### config.mk
export PLATFORM = sky130hd
export DESIGN_NAME = dbuf_dma_chan
export DESIGN_NICKNAME = d
export VERILOG_FILES = /design/src/rtl/dbd_pkg.sv /design/src/rtl/dbd_buf_pair.sv /design/src/rtl/dbd_tx_engine.sv /design/src/rtl/dbd_rx_engine.sv /design/src/rtl/dbd_mem_arb.sv /design/src/rtl/dbuf_dma_chan.sv
export SDC_FILE = /design/constraint.sdc
export NUM_CORES = 1
export LEC_CHECK = 0
export CORE_MARGIN = 5
export CORE_UTILIZATION = 45
export CTS_BUF_LIST = sky130_fd_sc_hd__clkbuf_2 sky130_fd_sc_hd__clkbuf_4 sky130_fd_sc_hd__clkbuf_8
export DETAILED_ROUTE_END_ITERATION = 8
export DONT_BUFFER_PORTS = 1
export GPL_TIMING_DRIVEN = 1
export PLACE_DENSITY = 0.66
export SETUP_SLACK_MARGIN = 0.02
export SYNTH_ARGS = -nofsm -noshare
export SYNTH_HDL_FRONTEND = slang
export SYNTH_SLANG_ARGS = --single-unit
### constraint.sdc
create_clock -name clk -period 5.17 [get_ports clk]
set_input_delay 0.517 -clock clk [delete_from_list [all_inputs] [get_ports clk]]
set_output_delay 0.517 -clock clk [all_outputs]
set_load 0.02 [all_outputs]
### src/rtl/dbd_pkg.sv
package dbd_pkg;
  // register word addresses
  localparam int RA_RX_PTR  = 0;
  localparam int RA_RX_CNT  = 1;
  localparam int RA_TX_PTR  = 2;
  localparam int RA_TX_CNT  = 3;
  localparam int RA_RX_NPTR = 4;
  localparam int RA_RX_NCNT = 5;
  localparam int RA_TX_NPTR = 6;
  localparam int RA_TX_NCNT = 7;
  localparam int RA_CTRL    = 8;
  localparam int RA_ONSTATE = 9;
  localparam int RA_STAT    = 10;
  localparam int RA_IMASK   = 11;

  // control word bits
  localparam int CB_RX_ON  = 0;
  localparam int CB_RX_OFF = 1;
  localparam int CB_TX_ON  = 8;
  localparam int CB_TX_OFF = 9;

  // flag field position in status and mask words
  localparam int FLAG_LSB = 4;
  localparam int NFLAGS   = 4;

  // direction index
  localparam int DIR_RX = 0;
  localparam int DIR_TX = 1;
  localparam int NDIR   = 2;

  typedef enum logic [1:0] {TX_IDLE, TX_FETCH, TX_PUSH} tx_st_e;
  typedef enum logic [0:0] {RX_IDLE, RX_STORE} rx_st_e;
endpackage

### src/rtl/dbd_buf_pair.sv
module dbd_buf_pair #(
  parameter int AW = 32,
  parameter int CW = 16,
  parameter int RW = 32
) (
  input  logic          clk,
  input  logic          rst,
  input  logic          wide,
  input  logic          set_ptr,
  input  logic          set_cnt,
  input  logic          set_nptr,
  input  logic          set_ncnt,
  input  logic [RW-1:0] wdata,
  input  logic          step,
  output logic [AW-1:0] cur_ptr,
  output logic [CW-1:0] cur_cnt,
  output logic [AW-1:0] nxt_ptr,
  output logic [CW-1:0] nxt_cnt,
  output logic          end_flag
);
  logic [AW-1:0] stride;
  logic          last_elem;
  logic          nxt_ready;

  assign stride    = wide ? AW'(2) : AW'(1);
  assign last_elem = (cur_cnt == CW'(1));
  assign nxt_ready = (nxt_cnt != '0);

  always_ff @(posedge clk) begin
    if (rst) begin
      cur_ptr  <= '0;
      cur_cnt  <= '0;
      nxt_ptr  <= '0;
      nxt_cnt  <= '0;
      end_flag <= 1'b1;
    end else begin
      if (step && cur_cnt != '0) begin
        if (last_elem) begin
          end_flag <= 1'b1;
          if (nxt_ready) begin
            cur_ptr <= nxt_ptr;
            cur_cnt <= nxt_cnt;
            nxt_cnt <= '0;
          end else begin
            cur_ptr <= cur_ptr + stride;
            cur_cnt <= '0;
          end
        end else begin
          cur_ptr <= cur_ptr + stride;
          cur_cnt <= cur_cnt - CW'(1);
        end
      end else if (cur_cnt == '0 && nxt_ready) begin
        cur_ptr <= nxt_ptr;
        cur_cnt <= nxt_cnt;
        nxt_cnt <= '0;
      end
      // register writes take precedence over engine updates
      if (set_ptr)  cur_ptr <= wdata[AW-1:0];
      if (set_cnt) begin
        cur_cnt  <= wdata[CW-1:0];
        end_flag <= (wdata[CW-1:0] == '0);
      end
      if (set_nptr) nxt_ptr <= wdata[AW-1:0];
      if (set_ncnt) nxt_cnt <= wdata[CW-1:0];
    end
  end
endmodule

### src/rtl/dbd_tx_engine.sv
module dbd_tx_engine
  import dbd_pkg::*;
#(
  parameter int AW = 32,
  parameter int DW = 16
) (
  input  logic          clk,
  input  logic          rst,
  input  logic          en,
  input  logic          wide,
  input  logic          cnt_nz,
  input  logic [AW-1:0] ptr,
  output logic          mreq,
  output logic [AW-1:0] maddr,
  input  logic          mack,
  input  logic [DW-1:0] mrdata,
  input  logic          per_ready,
  output logic          per_load,
  output logic [DW-1:0] per_data,
  output logic          step
);
  localparam int NW = DW / 2;

  tx_st_e        st;
  logic [DW-1:0] hold;

  assign mreq  = (st == TX_FETCH);
  assign maddr = ptr;
  assign step  = (st == TX_PUSH) && per_ready;

  always_ff @(posedge clk) begin
    if (rst) begin
      st       <= TX_IDLE;
      hold     <= '0;
      per_load <= 1'b0;
      per_data <= '0;
    end else begin
      per_load <= 1'b0;
      case (st)
        TX_IDLE:  if (en && cnt_nz) st <= TX_FETCH;
        TX_FETCH: if (mack) begin
          hold <= wide ? mrdata : {{(DW-NW){1'b0}}, mrdata[NW-1:0]};
          st   <= TX_PUSH;
        end
        TX_PUSH:  if (per_ready) begin
          per_load <= 1'b1;
          per_data <= hold;
          st       <= TX_IDLE;
        end
        default:  st <= TX_IDLE;
      endcase
    end
  end
endmodule

### src/rtl/dbd_rx_engine.sv
module dbd_rx_engine
  import dbd_pkg::*;
#(
  parameter int AW = 32,
  parameter int DW = 16
) (
  input  logic          clk,
  input  logic          rst,
  input  logic          en,
  input  logic          wide,
  input  logic          cnt_nz,
  input  logic [AW-1:0] ptr,
  output logic          mreq,
  output logic [AW-1:0] maddr,
  output logic [DW-1:0] mwdata,
  input  logic          mack,
  input  logic          per_full,
  input  logic [DW-1:0] per_data,
  output logic          per_take,
  output logic          step
);
  localparam int NW = DW / 2;

  rx_st_e        st;
  logic [DW-1:0] hold;

  assign mreq   = (st == RX_STORE);
  assign maddr  = ptr;
  assign mwdata = hold;
  assign step   = (st == RX_STORE) && mack;

  always_ff @(posedge clk) begin
    if (rst) begin
      st       <= RX_IDLE;
      hold     <= '0;
      per_take <= 1'b0;
    end else begin
      per_take <= 1'b0;
      case (st)
        RX_IDLE: if (en && cnt_nz && per_full) begin
          hold     <= wide ? per_data : {{(DW-NW){1'b0}}, per_data[NW-1:0]};
          per_take <= 1'b1;
          st       <= RX_STORE;
        end
        RX_STORE: if (mack) st <= RX_IDLE;
        default:  st <= RX_IDLE;
      endcase
    end
  end
endmodule

### src/rtl/dbd_mem_arb.sv
module dbd_mem_arb #(
  parameter int AW = 32,
  parameter int DW = 16
) (
  input  logic          clk,
  input  logic          rst,
  input  logic          rx_req,
  input  logic [AW-1:0] rx_addr,
  input  logic [DW-1:0] rx_wdata,
  output logic          rx_ack,
  input  logic          tx_req,
  input  logic [AW-1:0] tx_addr,
  output logic          tx_ack,
  output logic          mem_req,
  output logic          mem_we,
  output logic [AW-1:0] mem_addr,
  output logic [DW-1:0] mem_wdata,
  input  logic          mem_ack
);
  logic busy;
  logic own_rx;

  assign rx_ack = busy && own_rx  && mem_ack;
  assign tx_ack = busy && !own_rx && mem_ack;

  always_ff @(posedge clk) begin
    if (rst) begin
      busy      <= 1'b0;
      own_rx    <= 1'b0;
      mem_req   <= 1'b0;
      mem_we    <= 1'b0;
      mem_addr  <= '0;
      mem_wdata <= '0;
    end else if (!busy) begin
      if (rx_req) begin
        busy      <= 1'b1;
        own_rx    <= 1'b1;
        mem_req   <= 1'b1;
        mem_we    <= 1'b1;
        mem_addr  <= rx_addr;
        mem_wdata <= rx_wdata;
      end else if (tx_req) begin
        busy      <= 1'b1;
        own_rx    <= 1'b0;
        mem_req   <= 1'b1;
        mem_we    <= 1'b0;
        mem_addr  <= tx_addr;
      end
    end else if (mem_ack) begin
      busy    <= 1'b0;
      mem_req <= 1'b0;
      mem_we  <= 1'b0;
    end
  end
endmodule

### src/rtl/dbuf_dma_chan.sv
module dbuf_dma_chan
  import dbd_pkg::*;
#(
  parameter int AW   = 32,
  parameter int CW   = 16,
  parameter int DW   = 16,
  parameter int RW   = 32,
  parameter int RA_W = 4
) (
  input  logic            clk,
  input  logic            rst,
  input  logic            wide_elem,
  input  logic            reg_we,
  input  logic [RA_W-1:0] reg_addr,
  input  logic [RW-1:0]   reg_wdata,
  output logic [RW-1:0]   reg_rdata,
  output logic            mem_req,
  output logic            mem_we,
  output logic [AW-1:0]   mem_addr,
  output logic [DW-1:0]   mem_wdata,
  input  logic            mem_ack,
  input  logic [DW-1:0]   mem_rdata,
  input  logic            per_tx_ready,
  output logic            per_tx_load,
  output logic [DW-1:0]   per_tx_data,
  input  logic            per_rx_full,
  input  logic [DW-1:0]   per_rx_data,
  output logic            per_rx_take,
  output logic [NFLAGS-1:0] stat_flags,
  output logic            irq
);
  logic [AW-1:0] cur_ptr [NDIR];
  logic [CW-1:0] cur_cnt [NDIR];
  logic [AW-1:0] nxt_ptr [NDIR];
  logic [CW-1:0] nxt_cnt [NDIR];
  logic [NDIR-1:0] end_flag;
  logic [NDIR-1:0] step;
  logic [NDIR-1:0] all_zero;

  logic rx_on, tx_on;
  logic [NFLAGS-1:0] imask;
  logic [NFLAGS-1:0] flags_next;
  logic [RW-1:0]     rd_next;
  logic ctrl_wr;

  assign ctrl_wr = reg_we && (reg_addr == RA_W'(RA_CTRL));

  // per-direction pointer/count banks
  for (genvar d = 0; d < NDIR; d++) begin : g_dir
    localparam logic [RA_W-1:0] A_PTR  = RA_W'(2 * d);
    localparam logic [RA_W-1:0] A_CNT  = RA_W'(2 * d + 1);
    localparam logic [RA_W-1:0] A_NPTR = RA_W'(4 + 2 * d);
    localparam logic [RA_W-1:0] A_NCNT = RA_W'(5 + 2 * d);

    dbd_buf_pair #(.AW(AW), .CW(CW), .RW(RW)) u_bank (
      .clk      (clk),
      .rst      (rst),
      .wide     (wide_elem),
      .set_ptr  (reg_we && reg_addr == A_PTR),
      .set_cnt  (reg_we && reg_addr == A_CNT),
      .set_nptr (reg_we && reg_addr == A_NPTR),
      .set_ncnt (reg_we && reg_addr == A_NCNT),
      .wdata    (reg_wdata),
      .step     (step[d]),
      .cur_ptr  (cur_ptr[d]),
      .cur_cnt  (cur_cnt[d]),
      .nxt_ptr  (nxt_ptr[d]),
      .nxt_cnt  (nxt_cnt[d]),
      .end_flag (end_flag[d])
    );

    assign all_zero[d] = (cur_cnt[d] == '0) && (nxt_cnt[d] == '0);
  end

  // engines and shared memory port
  logic          rx_mreq, tx_mreq, rx_mack, tx_mack;
  logic [AW-1:0] rx_maddr, tx_maddr;
  logic [DW-1:0] rx_mwdata;
  logic          rx_step, tx_step;

  assign step[DIR_RX] = rx_step;
  assign step[DIR_TX] = tx_step;

  dbd_rx_engine #(.AW(AW), .DW(DW)) u_rx (
    .clk      (clk),
    .rst      (rst),
    .en       (rx_on),
    .wide     (wide_elem),
    .cnt_nz   (cur_cnt[DIR_RX] != '0),
    .ptr      (cur_ptr[DIR_RX]),
    .mreq     (rx_mreq),
    .maddr    (rx_maddr),
    .mwdata   (rx_mwdata),
    .mack     (rx_mack),
    .per_full (per_rx_full),
    .per_data (per_rx_data),
    .per_take (per_rx_take),
    .step     (rx_step)
  );

  dbd_tx_engine #(.AW(AW), .DW(DW)) u_tx (
    .clk       (clk),
    .rst       (rst),
    .en        (tx_on),
    .wide      (wide_elem),
    .cnt_nz    (cur_cnt[DIR_TX] != '0),
    .ptr       (cur_ptr[DIR_TX]),
    .mreq      (tx_mreq),
    .maddr     (tx_maddr),
    .mack      (tx_mack),
    .mrdata    (mem_rdata),
    .per_ready (per_tx_ready),
    .per_load  (per_tx_load),
    .per_data  (per_tx_data),
    .step      (tx_step)
  );

  dbd_mem_arb #(.AW(AW), .DW(DW)) u_arb (
    .clk       (clk),
    .rst       (rst),
    .rx_req    (rx_mreq),
    .rx_addr   (rx_maddr),
    .rx_wdata  (rx_mwdata),
    .rx_ack    (rx_mack),
    .tx_req    (tx_mreq),
    .tx_addr   (tx_maddr),
    .tx_ack    (tx_mack),
    .mem_req   (mem_req),
    .mem_we    (mem_we),
    .mem_addr  (mem_addr),
    .mem_wdata (mem_wdata),
    .mem_ack   (mem_ack)
  );

  // control: off beats on when both are written
  always_ff @(posedge clk) begin
    if (rst) begin
      rx_on <= 1'b0;
      tx_on <= 1'b0;
      imask <= '0;
    end else begin
      if (ctrl_wr) begin
        if (reg_wdata[CB_RX_OFF])     rx_on <= 1'b0;
        else if (reg_wdata[CB_RX_ON]) rx_on <= 1'b1;
        if (reg_wdata[CB_TX_OFF])     tx_on <= 1'b0;
        else if (reg_wdata[CB_TX_ON]) tx_on <= 1'b1;
      end
      if (reg_we && reg_addr == RA_W'(RA_IMASK))
        imask <= reg_wdata[FLAG_LSB +: NFLAGS];
    end
  end

  // flags and interrupt
  assign flags_next = {all_zero[DIR_TX], all_zero[DIR_RX],
                       end_flag[DIR_TX], end_flag[DIR_RX]};

  always_ff @(posedge clk) begin
    if (rst) begin
      stat_flags <= '1;
      irq        <= 1'b0;
    end else begin
      stat_flags <= flags_next;
      irq        <= |(flags_next & imask);
    end
  end

  // register read
  always_comb begin
    rd_next = '0;
    case (reg_addr)
      RA_W'(RA_RX_PTR):  rd_next = RW'(cur_ptr[DIR_RX]);
      RA_W'(RA_RX_CNT):  rd_next = RW'(cur_cnt[DIR_RX]);
      RA_W'(RA_TX_PTR):  rd_next = RW'(cur_ptr[DIR_TX]);
      RA_W'(RA_TX_CNT):  rd_next = RW'(cur_cnt[DIR_TX]);
      RA_W'(RA_RX_NPTR): rd_next = RW'(nxt_ptr[DIR_RX]);
      RA_W'(RA_RX_NCNT): rd_next = RW'(nxt_cnt[DIR_RX]);
      RA_W'(RA_TX_NPTR): rd_next = RW'(nxt_ptr[DIR_TX]);
      RA_W'(RA_TX_NCNT): rd_next = RW'(nxt_cnt[DIR_TX]);
      RA_W'(RA_ONSTATE): begin
        rd_next[CB_RX_ON] = rx_on;
        rd_next[CB_TX_ON] = tx_on;
      end
      RA_W'(RA_STAT):    rd_next[FLAG_LSB +: NFLAGS] = stat_flags;
      RA_W'(RA_IMASK):   rd_next[FLAG_LSB +: NFLAGS] = imask;
      default:           rd_next = '0;
    endcase
  end

  always_ff @(posedge clk) begin
    if (rst) reg_rdata <= '0;
    else     reg_rdata <= rd_next;
  end
endmodule

After elaboration in Yosys (flattened, before gate mapping):

Index checks and enable logic that the tools add are counted.

* flip-flop bits (word level): 342
* input port bits: 75
* word-level logic and storage cells: 196

* add/sub/neg operators: 4
* equal/unequal tests: 23
* muxes and demuxes: 69
* bitwise operators: 4
* reductions and logical operators: 67

Operator list (number)
* 32-bit 2-to-1 mux: 12
* 16-bit 2-to-1 mux: 22
* 23-bit one-hot mux with 8 select lines: 1
* 16-bit zero test: 5
* 32-bit adder: 2
* 16-bit nonzero test: 4
* 4-bit one-hot mux with 10 select lines: 1
* 16-bit by 1-bit == test with 1-bit output, second input constant: 2
* 16-bit by 1-bit subtractor with 16-bit output, second input constant: 2
* 1-bit logical AND: 25
* 1-bit 2-to-1 mux: 24
* 3-bit one-hot mux with 8 select lines: 1
* 3-bit nonzero test: 7
* 2-bit AND reduction: 10
* 1-bit one-hot mux with 9 select lines: 2
* 4-bit by 3-bit == test with 1-bit output, second input constant: 4
* 4-bit == test, second input constant: 4
* 2-bit nonzero test: 7
* 3-bit by 1-bit inequality test with 1-bit output, second input constant: 4
* 3-bit AND reduction: 3
* 4-bit by 2-bit == test with 1-bit output, second input constant: 2
* 2-bit 2-to-1 mux: 4
* 2-bit one-hot mux with 3 select lines: 1
* 4-bit AND: 1
* other kinds (12): 17

Longest topological paths before layout:

* depth after elaboration: 6
* mapped depth: 13

By module:

From an unflattened synthesis, not the netlist that was laid out.

* cell total of the unflattened synthesis: 2056
* area, all modules: 18391.4 um2

By module, submodules not included
* dbd_buf_pair: times used 2, cells an instance 642, area each 5358.9 um2
* dbuf_dma_chan: times used 1, cells an instance 297, area each 2733.9 um2
* dbd_mem_arb: times used 1, cells an instance 199, area each 2127.0 um2
* dbd_tx_engine: times used 1, cells an instance 167, area each 1754.2 um2
* dbd_rx_engine: times used 1, cells an instance 109, area each 1058.5 um2

Least setup slack after synthesis:

OpenSTA, ideal clock, no wires.

* path kind: in2reg
* start point: input wide_elem
* end point: register g_dir[0].u_bank.cur_ptr[30]
* setup time: 0.070 ns
* data arrival time: 3.111 ns
* data required time: 5.100 ns
* setup slack: 1.988 ns
* stages: 13
* buffers on the path: 3
* cells stage by stage: clkbuf_1 -> clkbuf_1 -> inv_1 -> ha_1 -> inv_1 -> fa_1 -> nand4b_1 -> or4_1 -> buf_2 -> nor4_2 -> xnor2_1 -> o32a_1 -> a21oi_1

* longest elaborated chain between the ends: 6

Ends and longest elaborated chain
* start: declaration: RTL line dbuf_dma_chan.sv:12 `input logic wide_elem,`
* 2-bit 2-to-1 mux (*): RTL line dbd_buf_pair.sv:25 `assign stride = wide ? AW'(2) : AW'(1);`
* 32-bit adder (*): RTL line dbd_buf_pair.sv:45, dbd_buf_pair.sv:49
* 32-bit 2-to-1 mux: RTL line dbd_buf_pair.sv:40 `if (nxt_ready) begin`
* 32-bit 2-to-1 mux (*): RTL line dbd_buf_pair.sv:38 `if (last_elem) begin`
* 32-bit 2-to-1 mux (*): RTL line dbd_buf_pair.sv:37 `if (step && cur_cnt != '0) begin`
* 32-bit 2-to-1 mux (*): RTL line dbd_buf_pair.sv:58 `if (set_ptr) cur_ptr <= wdata[AW-1:0];`
* end signal: assignment: RTL line dbd_buf_pair.sv:41 `cur_ptr <= nxt_ptr;`
* end signal: assignment: RTL line dbd_buf_pair.sv:45 `cur_ptr <= cur_ptr + stride;`
* end signal: assignment: RTL line dbd_buf_pair.sv:58
* end: declaration: RTL line dbd_buf_pair.sv:15 `output logic [AW-1:0] cur_ptr,`

Mark *: on every way between the ends. The rest lies on a longest branch, timed or not.
A chain may end at the register's enable or synchronous reset.

Final worst setup path:

* start point: register g_dir[1].u_bank.nxt_cnt[10]
* end point: register g_dir[1].u_bank.cur_ptr[20]

* longest elaborated chain between the ends: 5

Ends and longest elaborated chain
* start: declaration: RTL line dbd_buf_pair.sv:18 `output logic [CW-1:0] nxt_cnt,`
* start signal: assignment: RTL line dbd_buf_pair.sv:64 `if (set_ncnt) nxt_cnt <= wdata[CW-1:0];`
* 16-bit nonzero test (*): RTL line dbd_buf_pair.sv:27 `assign nxt_ready = (nxt_cnt != '0);`
* 32-bit 2-to-1 mux: RTL line dbd_buf_pair.sv:40
* 32-bit 2-to-1 mux: RTL line dbd_buf_pair.sv:38
* 32-bit 2-to-1 mux: RTL line dbd_buf_pair.sv:37
* 32-bit 2-to-1 mux: RTL line dbd_buf_pair.sv:58
* end signal: assignment: RTL line dbd_buf_pair.sv:41
* end signal: assignment: RTL line dbd_buf_pair.sv:45
* end signal: assignment: RTL line dbd_buf_pair.sv:58
* end: declaration: RTL line dbd_buf_pair.sv:15

Marks and branches as above.

==> impl_metrics.prom <==
# TYPE chip_impl_metric gauge
chip_impl_info{name="result_of_the_run",value="finished, final reports clean"} 1
chip_impl_metric{name="dp_slack",unit="ps"} 1680
chip_impl_metric{name="syn_area_per_cell",unit="µm²"} 7.99
chip_impl_metric{name="seq_area_frac_synth",unit="%"} 40.2
chip_impl_metric{name="maxCapViolCount",unit=""} 0
chip_impl_metric{name="combinationalPowerShare",unit="%"} 18.4
chip_impl_metric{name="cellInternalPower",unit="mW"} 4.65
chip_impl_metric{name="finClkSkew",unit="ps"} 43.0
chip_impl_metric{name="drt_first_iter_violations",unit=""} 2362
chip_impl_metric{name="multiInputGateArea",unit="µm²"} 9310
chip_impl_metric{name="design.die.area",unit="µm²"} 41800
chip_impl_metric{name="detailroute.via_count",unit=""} 17500
chip_impl_metric{name="floorplan.rows",unit=""} 71
chip_impl_metric{name="antenna_violations_before_repair",unit=""} 1
chip_impl_metric{name="post_synthesis_sequential_element_count",unit=""} 342
chip_impl_metric{name="post-layout-total-power",unit="mW"} 6.86
chip_impl_metric{name="clock_tree.htree_level_count",unit=""} 2
chip_impl_metric{name="sw_share",unit="%"} 32.2
chip_impl_metric{name="path_max_fanout",unit=""} 24
chip_impl_metric{name="worstMarginPinSlew",unit="ps"} 1370
chip_impl_metric{name="routed_via_density",unit=""} 6.63
chip_impl_metric{name="clk_pin_slew",unit="ps"} 60
chip_impl_metric{name="fillers",unit=""} 3595
chip_impl_metric{name="die_h",unit="µm"} 204
chip_impl_metric{name="max-vdd-ir-drop",unit="µV"} 201
chip_impl_info{name="crit_reg_reg_endpoint",value="g_dir[1].u_bank.cur_ptr[20]"} 1
chip_impl_metric{name="grt_max_degree",unit=""} 263
chip_impl_metric{name="timing.reg2reg.setup_slack",unit="ps"} 1560
chip_impl_metric{name="switchingPower",unit="mW"} 2.21
chip_impl_metric{name="signal_arrival_time_at_the_worst_endpoint",unit="ps"} 4160
chip_impl_metric{name="grt_first_pass_wirelength",unit="µm"} 104000
chip_impl_metric{name="vias_in_the_first_global_route",unit=""} 16700
chip_impl_metric{name="ctsLongestPathBuffers",unit=""} 3
chip_impl_metric{name="final.period_utilization",unit="%"} 69.9
chip_impl_metric{name="grtUsageTotal",unit="%"} 32.2
chip_impl_info{name="crit-reg2reg-launch",value="g_dir[1].u_bank.nxt_cnt[10]"} 1
chip_impl_metric{name="final_max_slew_viol_count",unit=""} 0
chip_impl_metric{name="dp.final_hpwl",unit="µm"} 42300
chip_impl_metric{name="critical_path_data_required_time",unit="ps"} 5710
chip_impl_metric{name="postRouteAntennaNets",unit=""} 0
chip_impl_info{name="cts_root_buffer",value="sky130_fd_sc_hd__clkbuf_8"} 1
chip_impl_metric{name="drive_above_1_share",unit="%"} 8.33
chip_impl_metric{name="synth_cell_types",unit=""} 74
chip_impl_metric{name="layout.nets",unit=""} 2169
chip_impl_metric{name="timing.final.hold_violations",unit=""} 0
chip_impl_metric{name="clock_latency",unit="ps"} 690
chip_impl_metric{name="dr_pass1_iterations",unit=""} 6
chip_impl_info{name="synthFlopType",value="sky130_fd_sc_hd__dfxtp_1"} 1
chip_impl_metric{name="asyncSetResetFlopFracSynth",unit="%"} 0
chip_impl_metric{name="wl_per_cell",unit="µm"} 26.6
chip_impl_metric{name="design.portCount",unit=""} 180
chip_impl_metric{name="drcViolationCount",unit=""} 0
chip_impl_info{name="path_type_of_the_worst_min_delay_path",value="input port to register"} 1
chip_impl_info{name="critical_path_class",value="register to register"} 1
chip_impl_metric{name="placed_cell_area",unit="µm²"} 17100
chip_impl_metric{name="pwr-share-clk",unit="%"} 38.3
chip_impl_info{name="tritoncts",value="yes"} 1
chip_impl_metric{name="post_cts_resize_count",unit=""} 0
chip_impl_metric{name="grt-ovfl-total",unit=""} 0
chip_impl_metric{name="timing.hold.worst_path_depth",unit=""} 2
chip_impl_metric{name="setup_total_negative_slack",unit="ps"} 0
chip_impl_metric{name="cts-buffers-inserted",unit=""} 59
chip_impl_metric{name="routabilityCongestion",unit=""} 0.991
chip_impl_metric{name="insertedDiodeCount",unit=""} 0
chip_impl_metric{name="synthesis.area",unit="µm²"} 17000
chip_impl_info{name="rsz0062_at_grt",value="no"} 1
chip_impl_metric{name="placement.io_buffers",unit=""} 0
chip_impl_metric{name="number_of_sinks_on_the_clock_net",unit=""} 342
chip_impl_info{name="setup.worst_path.start_class",value="register"} 1
chip_impl_info{name="worstHoldEndpoint",value="g_dir[1].u_bank.nxt_cnt[13]"} 1
chip_impl_info{name="endpoint_kind",value="register"} 1
chip_impl_metric{name="cells_after_synthesis",unit=""} 2130
chip_impl_metric{name="finish.instance_area",unit="µm²"} 19100
chip_impl_metric{name="core-area",unit="µm²"} 37500
chip_impl_info{name="holdCritStartpoint",value="reg_wdata[13]"} 1
chip_impl_metric{name="power.leakage",unit="nW"} 6.40
chip_impl_metric{name="synth_edf_count",unit=""} 0
chip_impl_metric{name="layout_min_cycle_time",unit="ps"} 3610
chip_impl_metric{name="areaGrowthSynthToFinish",unit="%"} 12.4
chip_impl_metric{name="synth.yosys.warnings",unit=""} 0
chip_impl_metric{name="final.setup.worst_slack",unit="ps"} 1560
chip_impl_metric{name="timing.final.setup_violations",unit=""} 0
chip_impl_metric{name="total_power_density_per_cell_area",unit="nW/µm²"} 358
chip_impl_metric{name="area_of_all_sequential_standard_cells",unit="µm²"} 6850
chip_impl_metric{name="syn-num-nets",unit=""} 2217
chip_impl_metric{name="seq_power_share",unit="%"} 43.2
chip_impl_metric{name="die-width",unit="µm"} 204
chip_impl_metric{name="finalWirelength",unit="µm"} 70100
chip_impl_metric{name="floorplan.initialDensity",unit="%"} 45.4
chip_impl_metric{name="timing.reg2reg.worst_path_depth",unit=""} 6
chip_impl_metric{name="maxSlewHeadroom",unit="%"} 8.77
chip_impl_metric{name="clock.fmax",unit="MHz"} 277
==> critical path, cell delays in order (launching register included) <==
cell and delay [ps]:
sky130_fd_sc_hd__dfxtp_1 340, sky130_fd_sc_hd__nor4_1 530, sky130_fd_sc_hd__nand4_1 460, sky130_fd_sc_hd__a41o_2 570, sky130_fd_sc_hd__nor2_2 970, sky130_fd_sc_hd__mux2i_1 170, sky130_fd_sc_hd__a2111oi_1 400
==> power groups by stage <==
stage	combinational [mW]	clock [mW]	sequential, mW
4_1_cts	1.22	2.66	2.95
2_1_floorplan	0.911	0	2.91
3_5_place_dp	1.11	0	3.01
3_3_place_gp	1.10	0	3.01
5_1_grt	1.33	2.78	2.97
6_report	1.26	2.63	2.97
==> layout by cell type (no fill, tap or decap), types with 10 or more instances in the layout <==
| master | n |
|---|---|
| sky130_fd_sc_hd__nor3_1 | 25 |
| sky130_fd_sc_hd__nand4_1 | 31 |
| sky130_fd_sc_hd__xor2_1 | 39 |
| sky130_fd_sc_hd__clkbuf_4 | 16 |
| sky130_fd_sc_hd__dfxtp_1 | 341 |
| sky130_fd_sc_hd__inv_1 | 22 |
| sky130_fd_sc_hd__and2_1 | 12 |
| sky130_fd_sc_hd__a211oi_1 | 53 |
| sky130_fd_sc_hd__a22o_1 | 15 |
| sky130_fd_sc_hd__nor2_1 | 139 |
| sky130_fd_sc_hd__a22oi_1 | 90 |
| sky130_fd_sc_hd__nand2_1 | 319 |
| sky130_fd_sc_hd__xnor2_1 | 45 |
| sky130_fd_sc_hd__and3_1 | 52 |
| sky130_fd_sc_hd__a221oi_1 | 28 |
| sky130_fd_sc_hd__o32ai_1 | 10 |
| sky130_fd_sc_hd__nor4_1 | 34 |
| sky130_fd_sc_hd__a21oi_1 | 220 |
| sky130_fd_sc_hd__o22ai_1 | 53 |
| sky130_fd_sc_hd__dlygate4sd3_1 | 77 |
| sky130_fd_sc_hd__mux2i_1 | 70 |
| sky130_fd_sc_hd__clkbuf_8 | 75 |
| sky130_fd_sc_hd__o21ai_0 | 39 |
| sky130_fd_sc_hd__a31oi_1 | 60 |
| sky130_fd_sc_hd__buf_4 | 26 |
| sky130_fd_sc_hd__ha_1 | 10 |
| sky130_fd_sc_hd__nand3_1 | 76 |
| sky130_fd_sc_hd__and4_1 | 11 |
==> cell usage after synthesis, drive strengths merged, types with 3 or more instances <==
cell type | count | area [µm²]
or4 | 6 | 45.0
o21ai | 40 | 200
inv | 22 | 82.6
a21oi | 221 | 1110
a22oi | 90 | 676
o221ai | 6 | 52.6
a221oi | 28 | 245
a222oi | 3 | 30.0
nand3b | 4 | 30.0
nand2 | 321 | 1200
mux2i | 71 | 711
and3 | 53 | 332
or2 | 9 | 56.3
nor2 | 146 | 553
nand4 | 31 | 194
and4 | 11 | 96.3
o32ai | 10 | 87.6
clkbuf | 171 | 648
nor4 | 38 | 274
a31oi | 61 | 382
o211ai | 9 | 67.6
xor2 | 39 | 342
ha | 10 | 125
xnor2 | 45 | 394
or3 | 5 | 36.3
nand3 | 77 | 398
nand2b | 5 | 31.3
a21o | 3 | 22.5
nor2b | 8 | 50.1
a22o | 15 | 131
a211oi | 53 | 398
o31a | 3 | 26.3
and2 | 12 | 75.1
dfxtp | 342 | 6850
buf | 43 | 231
o22ai | 54 | 344
nand4b | 3 | 26.3
nor3 | 33 | 181
==> cells by family (layout without fill, tap and decap cells) <==
logic type,Yosys count,count (layout),synth area share (%)
AND/OR/NAND/NOR,771,771,21.5
AO/OA/AOI/OAI,612,612,23.0
adder cells (fa/ha/maj),12,12,0.970
flip-flops,342,342,40.2
buffers and inverters,236,230,5.65
XOR/XNOR,84,84,4.32
multiplexers,73,73,4.31
==> how the worst max path moves through the flow <==
stage	startpoint	slack, ps	end	cells past startpoint
after floorplan	wide_elem	1990	g_dir[0].u_bank.cur_ptr[30]	13
after global placement	per_tx_ready	1700	g_dir[1].u_bank.cur_ptr[20]	5
after detailed placement	per_tx_ready	1680	g_dir[1].u_bank.cur_ptr[20]	5
after CTS	g_dir[1].u_bank.nxt_cnt[10]	1660	g_dir[1].u_bank.cur_ptr[20]	6
after global routing	g_dir[1].u_bank.nxt_cnt[10]	1430	g_dir[1].u_bank.cur_ptr[20]	6
final	g_dir[1].u_bank.nxt_cnt[10]	1560	g_dir[1].u_bank.cur_ptr[20]	6
==> flip-flops by register name (all words and copies together), names as in the netlist, 2 cells and up <==
name                   count
imask                      4
u_tx.hold                 16
g_dir.u_bank.cur_cnt      32
g_dir.u_bank.end_flag      2
g_dir.u_bank.nxt_cnt      32
stat_flags                 4
u_rx.mwdata               16
u_arb.mem_wdata           16
u_arb.mem_addr            32
g_dir.u_bank.nxt_ptr      64
u_tx.per_data             16
u_tx.st                    2
g_dir.u_bank.cur_ptr      64
reg_rdata                 32
==> cell type report <==
class,instances,share of cell area [%]
multi-input cells,1552,48.7
clock inverters,12,0.477
repair buffers,105,5.30
flip-flops and latches,342,35.8
well taps,511,3.34
clock buffers,91,6.02
inverters,22,0.431
==> per-layer routing <==
layer / up-vias / track usage (%) / routed length [µm]
li1: 7632 / - / -
met1: 8324 / 41.1 / 26600
met2: 1213 / 48.5 / 30500
met3: 292 / 10.7 / 8770
met4: 0 / 16.8 / 4190
met5: - / 0 / 0
==> what timing repair did <==
item	in CTS	in global routing
setup buffers	0	0
hold endpoints to repair	272	0
hold buffers	79	0
==> per-stage QoR <==
stage | util, % | hold WS [ps] | cells
floorplan | - | 432 | 2130
global placement | 45.6 | 436 | 2453
detailed placement | 45.6 | 442 | 2453
CTS | 51.1 | 0.758 | 2635
global route | 51.1 | 12.7 | 2635
finish | 51.1 | 17.6 | 2635
Note: power is estimated with default switching activity, not from simulation.
